$ cat config.mk
export PLATFORM = sky130hd
export DESIGN_NAME = pt_walker
export DESIGN_NICKNAME = d
export VERILOG_FILES = /design/src/rtl/pt_walker_pkg.sv /design/src/rtl/pt_walker_dp.sv /design/src/rtl/pt_walker_ctl.sv /design/src/rtl/pt_walker.sv
export SDC_FILE = /design/constraint.sdc
export NUM_CORES = 1
export LEC_CHECK = 0
export BUFFER_PORTS_ARGS = -buffer_cell sky130_fd_sc_hd__buf_2
export CORE_ASPECT_RATIO = 0.75
export CORE_MARGIN = 5
export CORE_UTILIZATION = 50
export CTS_CLUSTER_DIAMETER = 60
export CTS_CLUSTER_SIZE = 14
export DETAILED_ROUTE_END_ITERATION = 10
export PLACE_DENSITY = 0.81
export SKIP_CTS_REPAIR_TIMING = 1
export SLEW_MARGIN = 15
export SYNTH_ARGS = -nofsm -noshare
export SYNTH_HDL_FRONTEND = slang
export SYNTH_SLANG_ARGS = --single-unit
$ cat constraint.sdc
create_clock -name clk -period 4.68 [get_ports clk]
set_input_delay 0.234 -clock clk [delete_from_list [all_inputs] [get_ports clk]]
set_output_delay 0.234 -clock clk [all_outputs]
set_load 0.005 [all_outputs]
$ cat src/rtl/pt_walker_pkg.sv
package pt_walker_pkg;

  typedef enum logic [2:0] {
    FLT_NONE = 3'd0,
    FLT_ACV  = 3'd1,
    FLT_TNV  = 3'd2,
    FLT_FOR  = 3'd3,
    FLT_FOW  = 3'd4,
    FLT_FOE  = 3'd5
  } fault_e;

  // strobes from control to datapath
  typedef struct packed {
    logic load;
    logic advance;
    logic finFast;
    logic finWalk;
  } ctl_s;

  // conditions from datapath to control
  typedef struct packed {
    logic fastHit;
    logic walkEnd;
  } sts_s;

  localparam int PTE_VALID_BIT = 0;
  localparam int PTE_FO_LSB    = 1;
  localparam int PTE_RD_LSB    = 8;
  localparam int PTE_WR_LSB    = 12;

endpackage

$ cat src/rtl/pt_walker_dp.sv
module pt_walker_dp
  import pt_walker_pkg::*;
#(
  parameter int VA_BITS   = 43,
  parameter int PAGE_BITS = 13,
  parameter int IDX_BITS  = 10,
  parameter int LEVELS    = 3,
  parameter int MODE_W    = 2
) (
  input  logic              clk,
  input  logic              rstN,
  input  ctl_s              ctl,
  output sts_s              sts,
  input  logic [63:0]       vaddrI,
  input  logic [2:0]        needI,
  input  logic [MODE_W-1:0] modeI,
  input  logic              physModeI,
  input  logic [63:0]       ptBaseI,
  input  logic [63:0]       memDataI,
  output logic [63:0]       memAddrO,
  output logic [63:0]       paddrO,
  output logic [2:0]        permO,
  output fault_e            faultO
);

  localparam int LVL_W = $clog2(LEVELS);
  localparam logic [LVL_W-1:0] LAST_LVL = LVL_W'(LEVELS - 1);

  logic [VA_BITS-1:0] vaR;
  logic [2:0]         needR;
  logic [MODE_W-1:0]  modeR;
  logic [63:0]        baseR;
  logic [LVL_W-1:0]   lvlR;
  logic [63:0]        paddrR;
  logic [2:0]         permR;
  fault_e             faultR;

  // ---------------- immediate (no memory) classification ----------------
  logic        signOk, isSuper;
  logic [63:0] fastPa;
  logic [2:0]  fastPerm;
  fault_e      fastFault;

  assign signOk  = (&vaddrI[63:VA_BITS]) | ~(|vaddrI[63:VA_BITS]);
  assign isSuper = vaddrI[63] & (vaddrI[42:41] == 2'b10);

  always_comb begin
    sts.fastHit = 1'b1;
    fastPa      = '0;
    fastPerm    = '0;
    fastFault   = FLT_NONE;
    if (physModeI) begin
      fastPa   = vaddrI;
      fastPerm = 3'b111;
    end else if (!signOk) begin
      fastFault = FLT_ACV;
    end else if (isSuper) begin
      if (modeI != '0) begin
        fastFault = FLT_ACV;
      end else begin
        fastPa[39:0] = vaddrI[39:0];
        fastPa[43]   = vaddrI[40];
        fastPerm     = 3'b111;
      end
    end else begin
      sts.fastHit = 1'b0;
    end
  end

  // ---------------- per-level index selection ----------------
  logic [IDX_BITS-1:0] idxTab [LEVELS];
  logic [IDX_BITS-1:0] idxSel;

  for (genvar g = 0; g < LEVELS; g++) begin : g_idx
    assign idxTab[g] = vaR[PAGE_BITS + IDX_BITS*(LEVELS-1-g) +: IDX_BITS];
  end

  always_comb begin
    idxSel = idxTab[0];
    for (int l = 0; l < LEVELS; l++) begin
      if (lvlR == LVL_W'(l)) idxSel = idxTab[l];
    end
  end

  assign memAddrO = baseR + (64'(idxSel) << 3);

  // ---------------- entry evaluation on the response ----------------
  logic        lastLvl, rdEn, wrEn;
  logic [2:0]  grant, kept;
  logic [63:0] nextBase;
  fault_e      walkFault;

  assign lastLvl  = (lvlR == LAST_LVL);
  assign nextBase = 64'(memDataI[63:32]) << PAGE_BITS;
  assign rdEn     = memDataI[PTE_RD_LSB + int'(modeR)];
  assign wrEn     = memDataI[PTE_WR_LSB + int'(modeR)];
  assign grant    = {rdEn, wrEn, rdEn};
  assign kept     = grant & ~memDataI[PTE_FO_LSB +: 3];

  always_comb begin
    walkFault = FLT_NONE;
    if (!memDataI[PTE_VALID_BIT]) begin
      walkFault = FLT_TNV;
    end else if (!lastLvl) begin
      if (!memDataI[PTE_RD_LSB]) walkFault = FLT_ACV;
    end else if ((needR != '0) && ((grant & needR) == '0)) begin
      walkFault = FLT_ACV;
    end else if ((needR != '0) && ((kept & needR) == '0)) begin
      if (needR[2])      walkFault = FLT_FOE;
      else if (needR[1]) walkFault = FLT_FOW;
      else               walkFault = FLT_FOR;
    end
  end

  assign sts.walkEnd = lastLvl | (walkFault != FLT_NONE);

  // ---------------- state ----------------
  always_ff @(posedge clk) begin
    if (!rstN) begin
      vaR    <= '0;
      needR  <= '0;
      modeR  <= '0;
      baseR  <= '0;
      lvlR   <= '0;
      paddrR <= '0;
      permR  <= '0;
      faultR <= FLT_NONE;
    end else begin
      if (ctl.load) begin
        vaR   <= vaddrI[VA_BITS-1:0];
        needR <= needI;
        modeR <= modeI;
        baseR <= ptBaseI;
        lvlR  <= '0;
      end
      if (ctl.advance) begin
        baseR <= nextBase;
        lvlR  <= lvlR + 1'b1;
      end
      if (ctl.finFast) begin
        paddrR <= fastPa;
        permR  <= fastPerm;
        faultR <= fastFault;
      end
      if (ctl.finWalk) begin
        faultR <= walkFault;
        if (walkFault == FLT_NONE) begin
          paddrR <= nextBase | 64'(vaR[PAGE_BITS-1:0]);
          permR  <= kept;
        end else begin
          paddrR <= '0;
          permR  <= '0;
        end
      end
    end
  end

  assign paddrO = paddrR;
  assign permO  = permR;
  assign faultO = faultR;

endmodule

$ cat src/rtl/pt_walker_ctl.sv
module pt_walker_ctl
  import pt_walker_pkg::*;
(
  input  logic clk,
  input  logic rstN,
  input  logic startI,
  input  logic memAckI,
  input  sts_s sts,
  output ctl_s ctl,
  output logic memReqO,
  output logic doneO
);

  typedef enum logic {ST_IDLE, ST_WALK} state_e;

  state_e stateR;
  logic   doneR;

  always_comb begin
    ctl = '0;
    if (stateR == ST_IDLE && startI) begin
      ctl.load    = 1'b1;
      ctl.finFast = sts.fastHit;
    end
    if (stateR == ST_WALK && memAckI) begin
      ctl.advance = ~sts.walkEnd;
      ctl.finWalk = sts.walkEnd;
    end
  end

  always_ff @(posedge clk) begin
    if (!rstN) begin
      stateR <= ST_IDLE;
      doneR  <= 1'b0;
    end else begin
      doneR <= ctl.finFast | ctl.finWalk;
      if (ctl.load && !ctl.finFast) stateR <= ST_WALK;
      else if (ctl.finWalk)         stateR <= ST_IDLE;
    end
  end

  assign memReqO = (stateR == ST_WALK);
  assign doneO   = doneR;

endmodule

$ cat src/rtl/pt_walker.sv
module pt_walker
  import pt_walker_pkg::*;
#(
  parameter int VA_BITS   = 43,
  parameter int PAGE_BITS = 13,
  parameter int IDX_BITS  = 10,
  parameter int LEVELS    = 3,
  parameter int MODE_W    = 2
) (
  input  logic              clk,
  input  logic              rstN,
  input  logic              startI,
  input  logic [63:0]       vaddrI,
  input  logic [2:0]        needI,
  input  logic [MODE_W-1:0] modeI,
  input  logic              physModeI,
  input  logic [63:0]       ptBaseI,
  output logic              memReqO,
  output logic [63:0]       memAddrO,
  input  logic              memAckI,
  input  logic [63:0]       memDataI,
  output logic              doneO,
  output logic              okO,
  output logic [63:0]       paddrO,
  output logic [2:0]        permO,
  output logic [2:0]        faultO
);

  ctl_s   ctl;
  sts_s   sts;
  fault_e faultE;

  pt_walker_ctl u_ctl (
    .clk     (clk),
    .rstN    (rstN),
    .startI  (startI),
    .memAckI (memAckI),
    .sts     (sts),
    .ctl     (ctl),
    .memReqO (memReqO),
    .doneO   (doneO)
  );

  pt_walker_dp #(
    .VA_BITS   (VA_BITS),
    .PAGE_BITS (PAGE_BITS),
    .IDX_BITS  (IDX_BITS),
    .LEVELS    (LEVELS),
    .MODE_W    (MODE_W)
  ) u_dp (
    .clk       (clk),
    .rstN      (rstN),
    .ctl       (ctl),
    .sts       (sts),
    .vaddrI    (vaddrI),
    .needI     (needI),
    .modeI     (modeI),
    .physModeI (physModeI),
    .ptBaseI   (ptBaseI),
    .memDataI  (memDataI),
    .memAddrO  (memAddrO),
    .paddrO    (paddrO),
    .permO     (permO),
    .faultO    (faultE)
  );

  assign faultO = faultE;
  assign okO    = doneO & (faultE == FLT_NONE);

endmodule

Yosys cells after proc, flatten, opt, wreduce, memory -nomap -nowiden --
Index checks and enable logic that the tools add are counted.
Storage, ports and cells: ROM bits 0, logic and storage cells 107, memories kept 0, latch bits 0, bits in writable memories 0, register bits 186
Operators by class: $mul 0, add/subtract/negate cells 4, magnitude comparators 2, shift-type cells 0, eq/ne operators 3, reductions and logical operators 19, muxes and demuxes 54, div/mod/pow operators 0, bitwise gates (word level) 14
Operators with widths (count):
- 2-to-1 mux 64 bit | 3
- 2-to-1 mux 40 bit | 4
- 2-to-1 mux 45 bit | 2
- adder 64 x 13 -> 64 bit | 1
- less-than comparator 32 x 8 -> 1 bit, second input constant | 2
- 2-to-1 mux 3 bit | 19
- bitwise OR 45 x 13 -> 45 bit | 1
- AND reduction 21 bit | 1
- OR reduction 21 bit | 1
- 2-to-1 mux 10 bit | 2
- 2-to-1 mux 20 bit | 1
- 2-to-1 mux 1 bit | 19
- binary-select mux 1 bit (select 6 bit) | 2
- logical NOT 3 bit | 4
- adder 4 x 2 -> 5 bit, first input constant | 2
- AND 3 bit | 3
- nonzero test 2 bit | 4
- nonzero test 3 bit | 2
- logical AND 1 bit | 5
- == test 2 bit, second input constant | 2
- 2-to-1 mux 2 bit | 2
- NOT 1 bit | 4
- NOT 3 bit | 1
- bitwise OR 1 bit | 3
- other kinds (5) | 6

Longest topological paths before layout --
depth in word-level cells 17, mapped depth 16

By module --
From an unflattened synthesis, not the netlist that was laid out.
Second synthesis, totals: cells, all modules 1173, area, all modules 9685.5 um^2
Modules (own cells, without submodules):
- pt_walker_dp | seq. area each 3683.5 um^2, cells each 1159, times used 1, area an instance 9564.2 um^2
- pt_walker_ctl | seq. area each 40.0 um^2, cells each 13, times used 1, area an instance 106.4 um^2
- pt_walker | seq. area each 0.0 um^2, cells each 1, times used 1, area an instance 15.0 um^2

Least setup slack after synthesis --
OpenSTA, ideal clock, no wires.
path kind flip-flop to output port, start point register u_dp.lvlR[0], end point output memAddrO[49], setup slack 1261 ps, required time 4446 ps, path buffers 2, stages on the path, launching flop included 16, arrival 3185 ps, path through dfxtp_1 > ha_1 > clkbuf_1 > mux2i_1 > o21ai_0 > ha_1 > inv_1 > fa_1 > nor2b_1 > o21a_1 > o211ai_1 > a21oi_1 > o21ai_1 > clkbuf_1 > nor4_1 > xor2_1
Between the ends: cells in the longest elaborated chain, start to end 4, elaborated cells on any way between the ends 5
Ends and longest elaborated chain:
- start, declared | line pt_walker_dp.sv:33 | logic [LVL_W-1:0] lvlR;
- start signal, assigned | line pt_walker_dp.sv:138 | lvlR <= lvlR + 1'b1;
- == test 2 x 1 -> 1 bit | line pt_walker_dp.sv:81 | if (lvlR == LVL_W'(l)) idxSel = idxTab[l];
- 2-to-1 mux 10 bit | line pt_walker_dp.sv:81
- 2-to-1 mux 10 bit (*) | line pt_walker_dp.sv:81
- adder 64 x 13 -> 64 bit (*) | line pt_walker_dp.sv:85 | assign memAddrO = baseR + (64'(idxSel) << 3);
- end, declared | line pt_walker.sv:19 | output logic [63:0] memAddrO,
Every way passes the cells marked *; elsewhere a longest branch is shown, timed or not.

Final worst setup path --
start point register u_dp.lvlR[0], end point output memAddrO[63]
The elaborated chain is that of the path after synthesis.

==> reports/metrics.yaml <==
placed_design:
  io_buffer_count: 318
  dp_slack_ns: 0.8229
  place.gp.congestion: 0.8658
  hpwl_um: 22130
  placed_cells: 1599
detailed_routing:
  drc: 0
  drt_iter0_markers: 857
  wl_per_cell_um: 18.53
  first_pass_iters: 9
  ant_nets: 0
  vias: 9208
  vias_per_cell: 5.632
  wl_um: 30290
grt:
  track_usage_pct: 27.41
  antenna_found_initial: 4
  grt_pass1_vias: 8519
  grt_overflow: 0
  grt_start_max_net_pins: 92
  grt_pass1_wl_um: 45630
cells_and_area:
  layout.nets: 1591
  regArea_um2: 3724
  drive_gt1_share_pct: 27.21
  finalCoreUtilization_pct: 64.05
  nFillCells: 1540
  finalNonFillerCells: 1635
  syn2layout_area_growth_pct: 25.08
  multi_input_area_um2: 4856
clock_network:
  clk_latency_ns: 0.43
  clk_pin_slew_ns: 0.07
  clk_path_buf_depth: 2
  cts_buffers: 17
  htree_levels: 4
  clockRootBuffer: "clkbuf_16"
  clock-sinks: 186
  cts_tree: "built"
synth:
  synth_warnings: 0
  synthTopCellsByCount: "nand2_1 (274), dfxtp_1 (186), clkbuf_1 (51), inv_1 (51), a21boi_0 (50)"
  synthArstFlopShare_pct: 0
  synth_seq_cells: 186
  synth_area_um2: 9069
  synthFlopType: "dfxtp_1"
  postSynthAreaPerCell_um2: 8.214
  synthesis.nets: 1319
  ys_seq_area_share_pct: 41.06
  ys_top_cells_by_area: "dfxtp_1 (41%), nand2_1 (11%), a222oi_1 (4.2%), a21boi_0 (4.1%), o211a_1 (3.5%)"
  synth_edf_count: 0
  yosysTopAreaCellShare_pct: 41.06
  synth_cells: 1104
  ys_types: 59
  yosys.area.top_type: "dfxtp_1"
  yosysMostFrequentCell: "nand2_1"
timing:
  min_period_over_period_pct: 93.11
  relSlewSlack_pct: 25.71
  setup_violations: 0
  finalHoldViolations: 0
  worst_slack_ns: 0.3224
  slew_viol_final: 0
  tns_ns: 0
  rsz0062_at_grt: "false"
  fin_crit_ns: 4.358
  fin_worst_skew_ns: 0.009749
  fin_hold_ws_ns: 0.02040
  maxClockFrequency_mhz: 229.5
  worst-slew-pin-transition_ns: 1.112
pwr:
  peakVddDrop_mv: 0.2099
  p_leak_nw: 5.672
  p_per_area_nw_per_um2: 323.3
setup_path:
  crit_arrival_ns: 4.12
  path_max_fanout: 23
  critPathRequiredTime_ns: 4.45
  startpoint_type: "register"
  end_kind: "output pin"
  path_class: "register to output pin"
floorplan:
  rows: 42
  initial_core_util_pct: 51.21
  io-pin-count: 339
  die_y_um: 126.6
  fp.dieW_um: 165.5
  coreArea_um2: 17710
  fp.dieArea_um2: 20960
hold_path:
  hp-class: "primary input to register"
flow_run:
  cap_violations: 0
status:
  status: "complete, no violations"
==> cells by family (layout without fill, tap and decap cells) <==
| kind of cell | after synthesis | in the layout | synth area share, % |
|---|---|---|---|
| AO/OA/AOI/OAI | 250 | 250 | 20.81 |
| XOR/XNOR | 59 | 59 | 5.698 |
| adder cells (fa/ha/maj) | 13 | 13 | 1.876 |
| buffers and inverters | 125 | 410 | 5.795 |
| flip-flops | 186 | 186 | 41.06 |
| multiplexers | 12 | 12 | 1.600 |
| other | 0 | 4 | 0 |
| AND/OR/NAND/NOR | 459 | 459 | 23.17 |
==> worst max-delay path: stages, from the launching register on <==
cell      delay, ns
dfxtp_1        0.38
ha_1           0.54
mux2i_1        0.14
o21ai_0        0.19
ha_1           0.22
inv_1          0.07
fa_1           0.41
nor2b_1        0.13
o21a_1         0.15
o211ai_1       0.12
a21oi_1        0.28
o21ai_2        0.08
buf_4          0.23
nor4_1         0.44
xor2_1         0.19
buf_2          0.13
==> path summary, 6_finish.rpt <==
| check | startpoint | cells after the start | endpoint | slack, ns |
|---|---|---|---|---|
| setup / recovery | u_dp.lvlR[0] | 15 | memAddrO[63] | 0.32 |
| hold / removal | vaddrI[16] | 3 | u_dp.paddrO[16] | 0.02 |
| setup reg to reg | u_dp.lvlR[0] | 9 | u_dp.paddrO[13] | 1.24 |
| hold reg to reg | u_dp.paddrO[15] | 2 | u_dp.paddrO[15] | 0.46 |
==> layout make-up <==
cell class                      instances  area share [%]
Clock buffer                           19           3.816
Inverter                               51           1.688
Tap cell                              242           2.669
Timing Repair Buffer                  327           14.63
Clock inverter                         13           1.478
Antenna cell                            4         0.08824
Sequential cell                       186           32.83
Multi-Input combinational cell        793           42.81
==> layout by cell type (no fill, tap or decap), types with 10 or more instances in the layout <==
cell type / netlist / layout
buf_2: 6 / 318
nand2_1: 274 / 274
dfxtp_1: 186 / 186
inv_1: 51 / 51
a21boi_0: 50 / 50
a21oi_1: 46 / 46
nor2_1: 46 / 46
nand3_1: 43 / 42
a222oi_1: 38 / 38
o211a_1: 32 / 32
xor2_1: 30 / 30
xnor2_1: 29 / 29
o21ai_0: 26 / 26
a22oi_1: 23 / 23
clkbuf_16: 0 / 17
and3_1: 14 / 14
nor4_1: 13 / 13
nor3_1: 13 / 13
ha_1: 12 / 11
mux2i_1: 10 / 10
nand4_1: 10 / 10
==> flip-flops by register name (all words and copies together), names as in the netlist, 2 cells and up <==
signal       flops
u_dp.modeR       2
u_dp.baseR      64
u_dp.paddrO     64
u_dp.lvlR        2
u_dp.faultO      3
u_dp.needR       3
u_dp.vaR        43
u_dp.permO       3
==> routing by layer <==
metal | part of all wire, % | vias up | wire, um | GRT usage, %
met3 | 10 | 36 | 3101 | 7.101
met1 | 42 | 4320 | 12740 | 36.22
li1 | - | 4402 | - | -
met2 | 46 | 448 | 14020 | 44.89
met4 | 1.4 | 2 | 421 | 6.887
met5 | 0.043 | - | 13 | 0
==> through the flow <==
| step | total power [mW] | cell area (um2) |
|---|---|---|
| global placement | 2.196 | 10730 |
| global route | 3.804 | 11340 |
| floorplan | 1.974 | 9069 |
| detailed placement | 2.207 | 10730 |
| finish | 3.667 | 11340 |
| CTS | 3.679 | 11330 |
==> report_power, final <==
group,total [mW],internal [mW],switching [mW]
Combinational,0.452,0.202,0.251
Sequential,1.72,1.66,0.0640
Clock,1.49,0.848,0.643
No activity file was read; power rests on OpenSTA's default activity.
